## src/rtl/lockdet_pkg.sv

```systemverilog
package lockdet_pkg;
  typedef enum logic [1:0] {
    V_GOOD = 2'd0,
    V_MID  = 2'd1,
    V_BAD  = 2'd2
  } verdict_e;
endpackage

```

## src/rtl/edge_sync.sv

```systemverilog
module edge_sync #(
  parameter int STAGES = 2
) (
  input  logic clk,
  input  logic clr,
  input  logic d,
  output logic q
);
  logic [STAGES-1:0] sh;

  generate
    if (STAGES == 1) begin : g_one
      always_ff @(posedge clk) begin
        if (clr) sh <= '0;
        else     sh <= d;
      end
    end else begin : g_many
      always_ff @(posedge clk) begin
        if (clr) sh <= '0;
        else     sh <= {sh[STAGES-2:0], d};
      end
    end
  endgenerate

  assign q = sh[STAGES-1];
endmodule

```

## src/rtl/pulse_meter.sv

```systemverilog
module pulse_meter #(
  parameter int W     = 5,
  parameter int HI_TH = 25
) (
  input  logic         clk,
  input  logic         clr,
  input  logic         act_i,
  output logic         done_o,
  output logic [W-1:0] width_o,
  output logic         long_o
);
  localparam logic [W-1:0] HI_CNT  = W'(HI_TH);
  localparam logic [W-1:0] SAT_CNT = '1;

  logic         act_q;
  logic [W-1:0] cnt;

  always_ff @(posedge clk) begin
    if (clr) begin
      act_q   <= 1'b0;
      cnt     <= '0;
      done_o  <= 1'b0;
      width_o <= '0;
      long_o  <= 1'b0;
    end else begin
      act_q  <= act_i;
      done_o <= act_q & ~act_i;
      long_o <= act_i & act_q & (cnt == HI_CNT);
      if (act_q && !act_i) width_o <= cnt;
      if (act_i) begin
        if (!act_q)              cnt <= W'(1);
        else if (cnt != SAT_CNT) cnt <= cnt + 1'b1;
      end
    end
  end
endmodule

```

## src/rtl/err_classify.sv

```systemverilog
module err_classify
  import lockdet_pkg::*;
#(
  parameter int W     = 5,
  parameter int LO_TH = 15,
  parameter int HI_TH = 25
) (
  input  logic         clk,
  input  logic         clr,
  input  logic         done_i,
  input  logic [W-1:0] width_i,
  input  logic         long_i,
  output logic         ev_valid_o,
  output verdict_e     ev_kind_o
);
  localparam logic [W-1:0] LO_CNT = W'(LO_TH);
  localparam logic [W-1:0] HI_CNT = W'(HI_TH);

  always_ff @(posedge clk) begin
    if (clr) begin
      ev_valid_o <= 1'b0;
      ev_kind_o  <= V_GOOD;
    end else if (long_i) begin
      ev_valid_o <= 1'b1;
      ev_kind_o  <= V_BAD;
    end else if (done_i) begin
      ev_valid_o <= 1'b1;
      if (width_i < LO_CNT)      ev_kind_o <= V_GOOD;
      else if (width_i > HI_CNT) ev_kind_o <= V_BAD;
      else                       ev_kind_o <= V_MID;
    end else begin
      ev_valid_o <= 1'b0;
    end
  end
endmodule

```

## src/rtl/lock_fsm.sv

```systemverilog
module lock_fsm
  import lockdet_pkg::*;
#(
  parameter int RUN_COARSE = 3,
  parameter int RUN_FINE   = 5,
  parameter int RUN_MAX    = 5,
  parameter int RUN_W      = 3
) (
  input  logic     clk,
  input  logic     clr,
  input  logic     precise_i,
  input  logic     ev_valid_i,
  input  verdict_e ev_kind_i,
  output logic     lock_o
);
  logic             lock_q;
  logic [RUN_W-1:0] run_q;
  logic [RUN_W:0]   run_nx;
  logic [RUN_W:0]   need;

  assign run_nx = {1'b0, run_q} + 1'b1;
  assign need   = precise_i ? (RUN_W+1)'(RUN_FINE) : (RUN_W+1)'(RUN_COARSE);

  always_ff @(posedge clk) begin
    if (clr) begin
      lock_q <= 1'b0;
      run_q  <= '0;
    end else if (ev_valid_i) begin
      unique case (ev_kind_i)
        V_GOOD: begin
          if (!lock_q) begin
            if (run_nx >= need) begin
              lock_q <= 1'b1;
              run_q  <= '0;
            end else begin
              run_q <= run_nx[RUN_W-1:0];
            end
          end
        end
        V_MID: begin
          if (!lock_q) run_q <= '0;
        end
        default: begin
          lock_q <= 1'b0;
          run_q  <= '0;
        end
      endcase
    end
  end

  assign lock_o = lock_q;
endmodule

```

## src/rtl/lock_detect.sv

```systemverilog
module lock_detect
  import lockdet_pkg::*;
#(
  parameter int SYNC_STAGES = 2,
  parameter int LO_TH       = 15,
  parameter int HI_TH       = 25,
  parameter int RUN_COARSE  = 3,
  parameter int RUN_FINE    = 5
) (
  input  logic clk,
  input  logic rst,
  input  logic pwr_dn,
  input  logic up_i,
  input  logic dn_i,
  input  logic precise_i,
  output logic lock_o
);
  localparam int WIDTH_W = $clog2(HI_TH + 2);
  localparam int RUN_MAX = (RUN_FINE > RUN_COARSE) ? RUN_FINE : RUN_COARSE;
  localparam int RUN_W   = $clog2(RUN_MAX + 1);
  localparam int N_LINES = 2;

  logic               clr;
  logic [N_LINES-1:0] raw_lines;
  logic [N_LINES-1:0] sync_lines;
  logic               act;
  logic               done;
  logic               long_ev;
  logic [WIDTH_W-1:0] width;
  logic               ev_valid;
  verdict_e           ev_kind;

  assign clr       = rst | pwr_dn;
  assign raw_lines = {dn_i, up_i};

  generate
    for (genvar g = 0; g < N_LINES; g++) begin : g_sync
      edge_sync #(.STAGES(SYNC_STAGES)) u_sync (
        .clk (clk),
        .clr (clr),
        .d   (raw_lines[g]),
        .q   (sync_lines[g])
      );
    end
  endgenerate

  assign act = |sync_lines;

  pulse_meter #(.W(WIDTH_W), .HI_TH(HI_TH)) u_meter (
    .clk     (clk),
    .clr     (clr),
    .act_i   (act),
    .done_o  (done),
    .width_o (width),
    .long_o  (long_ev)
  );

  err_classify #(.W(WIDTH_W), .LO_TH(LO_TH), .HI_TH(HI_TH)) u_class (
    .clk        (clk),
    .clr        (clr),
    .done_i     (done),
    .width_i    (width),
    .long_i     (long_ev),
    .ev_valid_o (ev_valid),
    .ev_kind_o  (ev_kind)
  );

  lock_fsm #(
    .RUN_COARSE (RUN_COARSE),
    .RUN_FINE   (RUN_FINE),
    .RUN_MAX    (RUN_MAX),
    .RUN_W      (RUN_W)
  ) u_fsm (
    .clk        (clk),
    .clr        (clr),
    .precise_i  (precise_i),
    .ev_valid_i (ev_valid),
    .ev_kind_i  (ev_kind),
    .lock_o     (lock_o)
  );
endmodule

```

## config.mk

```make
export PLATFORM = sky130hd
export DESIGN_NAME = lock_detect
export DESIGN_NICKNAME = d
export VERILOG_FILES = /design/src/rtl/lockdet_pkg.sv /design/src/rtl/edge_sync.sv /design/src/rtl/pulse_meter.sv /design/src/rtl/err_classify.sv /design/src/rtl/lock_fsm.sv /design/src/rtl/lock_detect.sv
export SDC_FILE = /design/constraint.sdc
export NUM_CORES = 1
export LEC_CHECK = 0
export CAP_MARGIN = 10
export CORE_ASPECT_RATIO = 1.2
export CORE_UTILIZATION = 55
export CTS_CLUSTER_SIZE = 12
export DETAILED_ROUTE_END_ITERATION = 16
export HOLD_SLACK_MARGIN = 0.05
export PLACE_DENSITY = 0.75
export SYNTH_ARGS = -nofsm -noshare
export SYNTH_HDL_FRONTEND = slang
export SYNTH_SLANG_ARGS = --single-unit
```

## constraint.sdc

```tcl
create_clock -name clk -period 2 [get_ports clk]
set_input_delay 0.4 -clock clk [delete_from_list [all_inputs] [get_ports clk]]
set_output_delay 0.4 -clock clk [all_outputs]
set_load 0.005 [all_outputs]
```

; ---- Word level (Yosys, flattened, before mapping)
; Index checks and enable logic that the tools add are counted.
[totals]
register_bits = 24
out_inout_bits = 1
elab_cells = 54
[op_classes]
eq_ne = 6
n_lt_le_gt_ge = 3
muxes = 16
bitwise_logic = 6
reduce_logical = 9
n_addsub = 2
[ops]
columns = operator, n
row1 = 2-to-1 mux 3 bit, 4
row2 = 2-to-1 mux 5 bit, 2
row3 = 2-to-1 mux 2 bit, 4
row4 = inequality test 2 bit (second input constant), 3
row5 = one-hot mux 3 bit (2 select lines), 1
row6 = adder 5 x 1 -> 5 bit (second input constant), 1
row7 = equality test 5 bit (second input constant), 1
row8 = > comparator 5 bit (second input constant), 1
row9 = less-than comparator 5 x 4 -> 1 bit (second input constant), 1
row10 = inequality test 5 bit (second input constant), 1
row11 = adder 3 x 1 -> 4 bit (second input constant), 1
row12 = >= comparator 4 bit, 1
row13 = 2-to-1 mux 1 bit, 4
row14 = AND reduction 2 bit, 2
row15 = OR reduction 2 bit, 2
row16 = AND 1 bit, 3
row17 = AND reduction 3 bit, 1
row18 = equality test 2 x 1 -> 1 bit (second input constant), 1
row19 = zero test 2 bit, 1
row20 = NOT 1 bit, 2
row21 = one-hot mux 1 bit (2 select lines), 1
row22 = nonzero test 2 bit, 1
row23 = logical AND 1 bit, 1
row24 = zero test 1 bit, 1
row25 = OR 1 bit, 1

; ---- Depth between registers and ports, before layout
; Gate-level depths: netlist (run 1).
[logic_depth]
ltp_word = 5
depth_mapped = 8
mapped_depth_nobuf = 8

; ---- By module
; From an unflattened synthesis (run 1), not the netlist that was laid out.
[unflattened]
hier_cells = 113
hier_area_um2 = 1089.8
[modules_own_cells]
columns = module, area_per_inst_um2, n_inst, cells_per_inst, seq_area_each_um2
row1 = pulse_meter, 544.3, 1, 55, 260.2
row2 = lock_fsm, 296.5, 1, 32, 80.1
row3 = err_classify, 131.4, 1, 16, 60.1
row4 = edge_sync, 52.6, 2, 4, 40.0
row5 = lock_detect, 12.5, 1, 2, 0.0

; ---- Worst setup path after synthesis (run 1)
; No wires, ideal clock.
[synth_timing]
path_type = register -> register
startpoint = register u_fsm.run_q[0]
endpoint = register u_fsm.lock_q, in the netlist u_fsm.lock_o
path_buffers = 0
arrival_time_ps = 1621
required_ps = 1921
path_stages_with_launch = 9
synth_period_minus_slack_ps = 1700
setup_slack_ps = 300
path_cell_list = dfxtp_1 -> ha_1 -> nand2b_1 -> nand2_1 -> ha_1 -> inv_1 -> o311ai_2 -> a21oi_1 -> a211oi_2
[synth_via]
elab_chain_len = 5
[synth_lines]
columns = element, line
row1 = from (decl), lock_fsm.sv:17  ; logic [RUN_W-1:0] run_q;
row2 = from (signal assigned), lock_fsm.sv:36  ; run_q <= run_nx[RUN_W-1:0];
row3 = adder 3 x 1 -> 4 bit, lock_fsm.sv:21  ; assign run_nx = {1'b0, run_q} + 1'b1;
row4 = >= comparator 4 bit, lock_fsm.sv:32  ; if (run_nx >= need) begin
row5 = 2-to-1 mux 1 bit, lock_fsm.sv:32
row6 = 2-to-1 mux 1 bit, lock_fsm.sv:31  ; if (!lock_q) begin
row7 = one-hot mux 1 bit (2 select lines), lock_fsm.sv:29  ; unique case (ev_kind_i)
row8 = to (signal assigned), lock_fsm.sv:26  ; lock_q <= 1'b0;
row9 = to (signal assigned), lock_fsm.sv:33  ; lock_q <= 1'b1;
row10 = to (signal assigned), lock_fsm.sv:44  ; lock_q <= 1'b0;
row11 = to (decl), lock_fsm.sv:16  ; logic lock_q;
; Every way passes these cells.
; A chain may end at the register's enable or synchronous reset.

; ---- Worst setup path in the final report (run 1)
; Same ends and word-level chain as after synthesis.

==> results.cfg, run 1 <==
[sta]
max_clock_freq_mhz = 550
period_share = 0.909
finalSetupViolations = 0
finalHoldViolations = 0
setup_tns_ps = 0
skew_ps = 10.9
slew_violations = 0
worst_hold_slack_ps = 441
slew_headroom = 0.797
finalWorstSetupSlack_ps = 183
max_slew.worst_pin.slew_ps = 302
rsz0062_at_grt = false
min_period_ps = 1820

[clock_network]
ctsHoldBuffers = 0
cts_max_level = 1
postCtsSetupBuffers = 0
cts_sinks = 24
cts.repair.resized = 0
clock_latency_ps = 320
cts_tree = done
cts_root_buf = clkbuf_4
cts.path.max_buffers = 2
clk_pin_slew_ps = 130
numCtsBuffers = 3

[final_layout]
antenna_cells = 0
area.growth.synth_to_final_pct = 9.99
layout.nets = 131
final.fill_count = 150
final_cells = 136
drive_above_1_share = 0.102

[floorplanning]
io_pins = 7
die_y_um = 49.9
fp.dieW_um = 41.9
die_area_mm2 = 0.00209
initial_core_util = 0.618
fp-row-count = 16
core_mm2 = 0.00170

[logic_synthesis]
synth_edf_count = 0
synth_top_area_frac = 0.457
yosys-mux-area-fraction = 0.0571
syn_nets = 121
synth_warnings = 0
synthAdderAreaFrac = 0.0595
syn_area_per_cell_um2 = 9.57
yosysUniqueCellTypes = 35
synth_top_area_cell = dfxtp_1
synthTopCellsByCount = dfxtp_1, nor2_1, a21oi_1, mux2i_1
synth-main-ff-cell = dfxtp_1
ys_seq_area_frac = 0.457
synth_top_family_by_area = simple AND/OR/NAND/NOR gates
synth_most_common_cell = dfxtp_1
synth-seq-cells = 24
synthXorXnorAreaFrac = 0
syn_area_mm2 = 0.00105
synth_cells = 110
synth_compound_area_frac = 0.183
synthArstFlopShare = 0
synth.area.top_cells = dfxtp_1, ha_1, mux2i_1, nor2_1, a21oi_1
synth-simple-area-share = 0.209

[worst_setup_path]
path_class = flop to flop
cp-start-kind = flop
end_kind = flop
arrival_ps = 2070
critPathMaxFanout = 6
worstPathRequired_ps = 2250

[drt]
vias = 785
ant_nets = 0
viasPerCell = 5.77
wl_um = 1810
drc = 0
dr.first_iter.drc_count = 14
drt_first_pass_iters = 4
wl_per_cell_um = 13.3

[placed_design]
pre_cts_slack_ps = 21.0
gp_congestion = 0.744
dpl.cell_count = 133
dp_hpwl_um = 1350
port_buffers = 6

[global_route]
antenna_found_initial = 0
grt_max_degree = 14
overflow = 0
grt_use_total = 0.198
grt_pass1_wl_um = 3150
grt_pass1_vias = 732

[pwr]
ir_drop_v = 0.000479
p_leak_nw = 0.431
p_per_area_mw_per_mm2 = 627
power_mw = 0.726

[run]
cap_violations = 0

[status]
status = finished, final reports clean

[hold_path]
hold_class = flop to flop
layout make-up:
class	count	area (µm²)	share of cell area
repair buffers	8	75.1	0.0649
multi-input cells	78	536	0.463
flip-flops and latches	24	483	0.417
inverters	5	18.8	0.0162
well taps	18	22.5	0.0195
clock buffers	3	22.5	0.0195
registers in the layout (all words and copies together) (netlist names):
signal / cells
g_sync.u_sync.sh: 4
u_class.ev_kind_o: 2
u_class.ev_valid_o: 1
u_fsm.lock_o: 1
u_fsm.run_q: 3
u_meter.act_q: 1
u_meter.cnt: 5
u_meter.done_o: 1
u_meter.long_o: 1
u_meter.width_o: 5
path summary, 6_finish.rpt:
kind                                          start                           endpoint  slack, ps  cells after the start
setup / recovery        u_fsm.run_q[0]$_SDFFE_PP0P_          u_fsm.lock_o$_SDFFE_PP0P_        180                      8
hold / removal    g_sync[1].u_sync.sh[0]$_SDFF_PP0_  g_sync[1].u_sync.sh[1]$_SDFF_PP0_        440                      1
setup reg to reg        u_fsm.run_q[0]$_SDFFE_PP0P_          u_fsm.lock_o$_SDFFE_PP0P_        180                      8
hold reg to reg   g_sync[1].u_sync.sh[0]$_SDFF_PP0_  g_sync[1].u_sync.sh[1]$_SDFF_PP0_        440                      1
worst max-delay path, stage by stage (launching register included):
cell and delay [ps]:
dfxtp_2 410, ha_1 170, nand2b_1 140, nand2_1 80
ha_1 310, inv_1 60, o311ai_2 310, a21oi_1 120
a211oi_2 150
layout by cell type (no fill, tap or decap), drive strengths merged, types with 2 or more instances in the layout:
master         Yosys  final
and2               5      5
ha                 5      5
and3               2      2
nor2              17     17
buf                3      2
a21o               3      3
dfxtp             24     24
nor3               4      4
nand3              2      2
inv                5      5
nand3b             2      2
clkbuf             0      3
mux2i              6      6
o21ai              2      2
nand4b             2      2
a211oi             3      3
a21oi              9      9
nand2b             3      3
clkdlybuf4s50      0      6
layer usage:
metal	global-route usage	vias up	routed length [µm]
met5	0	-	0
met4	0.0968	0	48
met3	0.0330	8	53
met2	0.336	12	843
met1	0.239	362	862
li1	-	403	-
cell families after synthesis:
| group | after synthesis |
|---|---|
| adders and majority gates | 5 |
| AOI/OAI and AO/OA | 26 |
| buffers and inverters | 8 |
| and+or+nand+nor | 41 |
| DFF | 24 |
| muxes | 6 |
stage by stage:
step / cell area (µm²) / utilization
global route: 1160 / 0.680
CTS: 1150 / 0.679
detailed placement: 1130 / 0.665
global placement: 1130 / 0.665
floorplan: 1050 / -
finish: 1160 / 0.680
power by group:
| part | internal (mW) | switching, mW |
|---|---|---|
| combinational | 0.0186 | 0.0165 |
| clock | 0.0706 | 0.138 |
| sequential | 0.481 | 0.00192 |
| total | 0.570 | 0.156 |
Power figures use the tool's default switching activity.
==> inputs of run 2 (changes only) <==
CORE_UTILIZATION = 40   (was 55)
PLACE_DENSITY = 0.58   (was 0.75)
==> run 2 against run 1 <==
Die area grew 36%. Highest routed layer is now met3. Count of clock-buffer cells in the layout is the same. Clock power shrank 4%. Final area grew 1.6%.
==> results.cfg, run 2 (synthesis results as in run 1) <==
[drt]
met1Wirelength_um = 832
wl_met2_um = 886
dr.first_iter.drc_count = 9
routed-wl-met3_um = 49
vias = 793
drc = 0
ant_nets = 0
viasPerCell = 5.25
wl_um = 1770
wl_per_cell_um = 11.7
drt_first_pass_iters = 4
top_layer = met3

[clock_network]
cts_tree = done
postCtsSetupBuffers = 0
cts_sinks = 24
cts_root_buf = clkbuf_4
cts.repair.resized = 0
ctsHoldBuffers = 0
clock_latency_ps = 300
cts_max_level = 1
clk_pin_slew_ps = 120
cts.path.max_buffers = 2
numCtsBuffers = 3

[floorplanning]
fp-row-count = 20
initial_core_util = 0.420
die_y_um = 58.2
io_pins = 7
die_area_mm2 = 0.00284
fp.dieW_um = 48.8
core_mm2 = 0.00250

[final_layout]
mostFrequentLayoutCells = dfxtp_1, nor2_1, a21oi_1, mux2i_1, clkdlybuf4s50_1
antenna_cells = 0
final_area_mm2 = 0.00118
reg_top3 = u_meter.cnt (5), u_meter.width_o (5), g_sync.u_sync.sh (4)
final_cells = 151
area.growth.synth_to_final_pct = 11.8
layout.nets = 131
drive_above_1_share = 0.102
final_common_cell = dfxtp_1

[worst_setup_path]
worstPathRequired_ps = 2230
path_class = flop to flop
arrival_ps = 2040
critPathMaxFanout = 6
cp-start-kind = flop
end_kind = flop

[sta]
max_slew.worst_pin.slew_ps = 311
max_clock_freq_mhz = 554
period_share = 0.903
finalHoldViolations = 0
rsz0062_at_grt = false
slew_violations = 0
finalSetupViolations = 0
skew_ps = 7.69
slew_headroom = 0.792
min_period_ps = 1810

[placed_design]
dp_hpwl_um = 1340
place_area_mm2 = 0.00115
gp_congestion = 0.722
port_buffers = 6
dpl.cell_count = 148

[global_route]
grt_pass1_wl_um = 3190
antenna_found_initial = 0
grt_pass1_vias = 763
grt_max_degree = 17
grt_use_total = 0.143
overflow = 0

[pwr]
p_leak_nw = 0.431
ir_drop_v = 0.000336
p_per_area_mw_per_mm2 = 610

[status]
status = finished, final reports clean

[run]
cap_violations = 0

[hold_path]
hold_class = flop to flop
## run 2: layout make-up
cell class,count,area [µm²]
Tap cell,33,41.3
Fill cell,266,1330
Inverter,5,18.8
Clock buffer,3,22.5
Sequential cell,24,483
Timing Repair Buffer,8,75.1
Multi-Input combinational cell,78,536
## run 2: metrics by stage
step | util | power (mW) | setup TNS [ps] | setup WS [ps] | hold slack, ps
6_report | 0.470 | 0.717 | 0 | 195 | 445
5_1_grt | 0.470 | 0.751 | 0 | 3.42 | 466
4_1_cts | 0.469 | 0.731 | 0 | 114 | 452
3_5_place_dp | 0.460 | 0.529 | -5.29 | -5.29 | 421
3_3_place_gp | 0.460 | 0.528 | 0 | 70.4 | 408
2_1_floorplan | - | 0.513 | 0 | 300 | 406
## run 2: worst max-delay path, stage by stage (launching register included)
cell and delay, ps:
dfxtp_2 400, ha_1 180, nand2b_1 150, nand2_1 70, ha_1 310, inv_1 50, o311ai_2 310, a21oi_1 130
a211oi_2 140
## run 2: power breakdown
group	switching [mW]	total [mW]	internal, mW	leakage (nW)
Clock	0.129	0.199	0.0701	0.0138
Combinational	0.0166	0.0352	0.0186	0.223
Sequential	0.00187	0.483	0.481	0.195
## run 2: worst paths after layout
| path | start | end | slack, ps | cells past startpoint |
|---|---|---|---|---|
| max | u_fsm.run_q[0]$_SDFFE_PP0P_ | u_fsm.lock_o$_SDFFE_PP0P_ | 190 | 8 |
| min | g_sync[1].u_sync.sh[0]$_SDFF_PP0_ | g_sync[1].u_sync.sh[1]$_SDFF_PP0_ | 450 | 1 |
| max reg2reg | u_fsm.run_q[0]$_SDFFE_PP0P_ | u_fsm.lock_o$_SDFFE_PP0P_ | 190 | 8 |
| min reg2reg | g_sync[1].u_sync.sh[0]$_SDFF_PP0_ | g_sync[1].u_sync.sh[1]$_SDFF_PP0_ | 450 | 1 |
## run 2: routing by layer
layer / up-vias / track usage
met5: - / 0
met4: 0 / 0.0420
met3: 0 / 0.0367
met2: 10 / 0.246
met1: 381 / 0.174
li1: 402 / -
==> inputs of run 3 (changes only) <==
CORE_MARGIN = 2   (was unset)
==> run 3 against run 2 <==
Fmax is 3.2% lower. Combinational power hardly changed. Non-clock buffer count stayed put. Routed wire length is 1.7% higher. Sequential power hardly changed. Core utilization is 0.67 points higher. Final area is 2.4% higher. Critical path type unchanged. First-iteration DRC count is 11% lower. Die area is 7.7% higher. Flip-flop and latch count stayed put.
==> results.cfg, run 3 (synthesis results as in run 1) <==
[clock_network]
cts_sinks = 24
clk_pin_slew_ps = 130
cts.path.max_buffers = 2
cts_root_buf = clkbuf_4
numCtsBuffers = 3
cts_max_level = 1
clock_latency_ps = 310
cts_tree = done

[drt]
drc = 0
drt_first_pass_iters = 4
ant_nets = 0
vias = 798
wl_per_cell_um = 11.8
dr.first_iter.drc_count = 8
viasPerCell = 5.25
wl_um = 1800

[pwr]
p_sw_frac = 0.183
power_mw = 0.859
ir_drop_v = 0.000360
p_leak_nw = 0.445
p_per_area_mw_per_mm2 = 713
power.internal_mw = 0.702
clkPwrFrac = 0.397
p_switching_mw = 0.157
sequentialPowerShare = 0.562
comb_power_share = 0.041

[final_layout]
reg_top3 = u_meter.cnt (5), u_meter.width_o (5), g_sync.u_sync.sh (4)
mostFrequentLayoutCells = dfxtp_1, nor2_1, a21oi_1, mux2i_1, clkdlybuf4s50_1
final_common_cell = dfxtp_1
layout.nets = 131
antenna_cells = 0
drive_above_1_share = 0.101
final.fill_count = 253
area.growth.synth_to_final_pct = 14.5

[global_route]
grt_use_total = 0.139
antenna_found_initial = 0
grt_max_degree = 16
grt_pass1_vias = 788
overflow = 0
grt_pass1_wl_um = 3220

[sta]
finalSetupViolations = 0
skew_ps = 7.84
finalHoldViolations = 0
slew_headroom = 0.780
rsz0062_at_grt = false
period_share = 0.933
max_slew.worst_pin.slew_ps = 328
max_clock_freq_mhz = 536
min_period_ps = 1870
finalWorstSetupSlack_ps = 135
slew_violations = 0
setup_tns_ps = 0

[floorplanning]
initial_core_util = 0.416
core_mm2 = 0.00253
die_y_um = 60.2
die_area_mm2 = 0.00306
fp-row-count = 20
io_pins = 7
fp.dieW_um = 50.8

[worst_setup_path]
worst-r2r-cell-count = 8
path_class = flop to flop
worstPathRequired_ps = 2240
cp-start-kind = flop
critPathMaxFanout = 6
end_kind = flop
arrival_ps = 2110

[placed_design]
gp_congestion = 0.696
dp_hpwl_um = 1370
pre_cts_slack_ps = 17.9
port_buffers = 6

[status]
status = finished, final reports clean

[run]
cap_violations = 0

[hold_path]
hold_depth = 1
hold_class = flop to flop
run 3: cell count changes in the layout (fill, tap and decap cells not counted), sizes merged:
| cell | previous run | this run |
|---|---|---|
| bufinv | 0 | 1 |
run 3: critical path, stage by stage (launching register included):
cell,delay [ps]
dfxtp_1,440
ha_1,200
nand2b_1,140
nand2_1,70
ha_1,310
inv_1,60
o311ai_2,320
a21oi_1,130
a211oi_2,140
run 3: area by class of cell:
| cell class | instances | area, µm² | area share |
|---|---|---|---|
| Clock inverter | 1 | 30.0 | 0.0249 |
| Clock buffer | 3 | 22.5 | 0.0187 |
| Multi-Input combinational cell | 78 | 536 | 0.444 |
| Inverter | 5 | 18.8 | 0.0156 |
| Sequential cell | 24 | 482 | 0.400 |
| Tap cell | 33 | 41.3 | 0.0343 |
| Timing Repair Buffer | 8 | 75.1 | 0.0623 |
run 3: repair_timing:
action | in CTS | in global routing
setup endpoints to repair | 0 | 1
resized for setup | 0 | 1
hold buffers | 0 | 0
buffers inserted | 0 | 0
run 3: worst paths after layout:
check	from	endpoint	slack, ps
max	u_fsm.run_q[1]$_SDFFE_PP0P_	u_fsm.lock_o$_SDFFE_PP0P_	130
min	g_sync[0].u_sync.sh[0]$_SDFF_PP0_	g_sync[0].u_sync.sh[1]$_SDFF_PP0_	440
max reg2reg	u_fsm.run_q[1]$_SDFFE_PP0P_	u_fsm.lock_o$_SDFFE_PP0P_	130
min reg2reg	g_sync[0].u_sync.sh[0]$_SDFF_PP0_	g_sync[0].u_sync.sh[1]$_SDFF_PP0_	440
run 3: through the flow:
step	instances	utilization	instance area, µm²	hold WS [ps]
finish	152	0.477	1200	443
CTS	152	0.476	1200	447
detailed placement	148	0.455	1150	422
floorplan	110	-	1050	406
global placement	148	0.455	1150	408
global route	152	0.477	1200	482
run 3: power by group through the flow:
| stage | combinational, mW | sequential (mW) | clock (mW) |
|---|---|---|---|
| final | 0.0352 | 0.483 | 0.341 |
| after global routing | 0.0393 | 0.484 | 0.374 |
| after CTS | 0.0360 | 0.483 | 0.350 |
| after detailed placement | 0.0358 | 0.493 | 0 |
| after global placement | 0.0345 | 0.493 | 0 |
| after floorplan | 0.0196 | 0.493 | 0 |
run 3: per-layer routing:
layer / part of all wire / GRT usage / up-vias / wire length, µm
met5: 0 / 0 / - / 0
met4: 0.013 / 0.0695 / 0 / 23
met3: 0.017 / 0.0225 / 2 / 31
met2: 0.52 / 0.263 / 5 / 938
met1: 0.45 / 0.149 / 380 / 804
li1: - / - / 411 / -
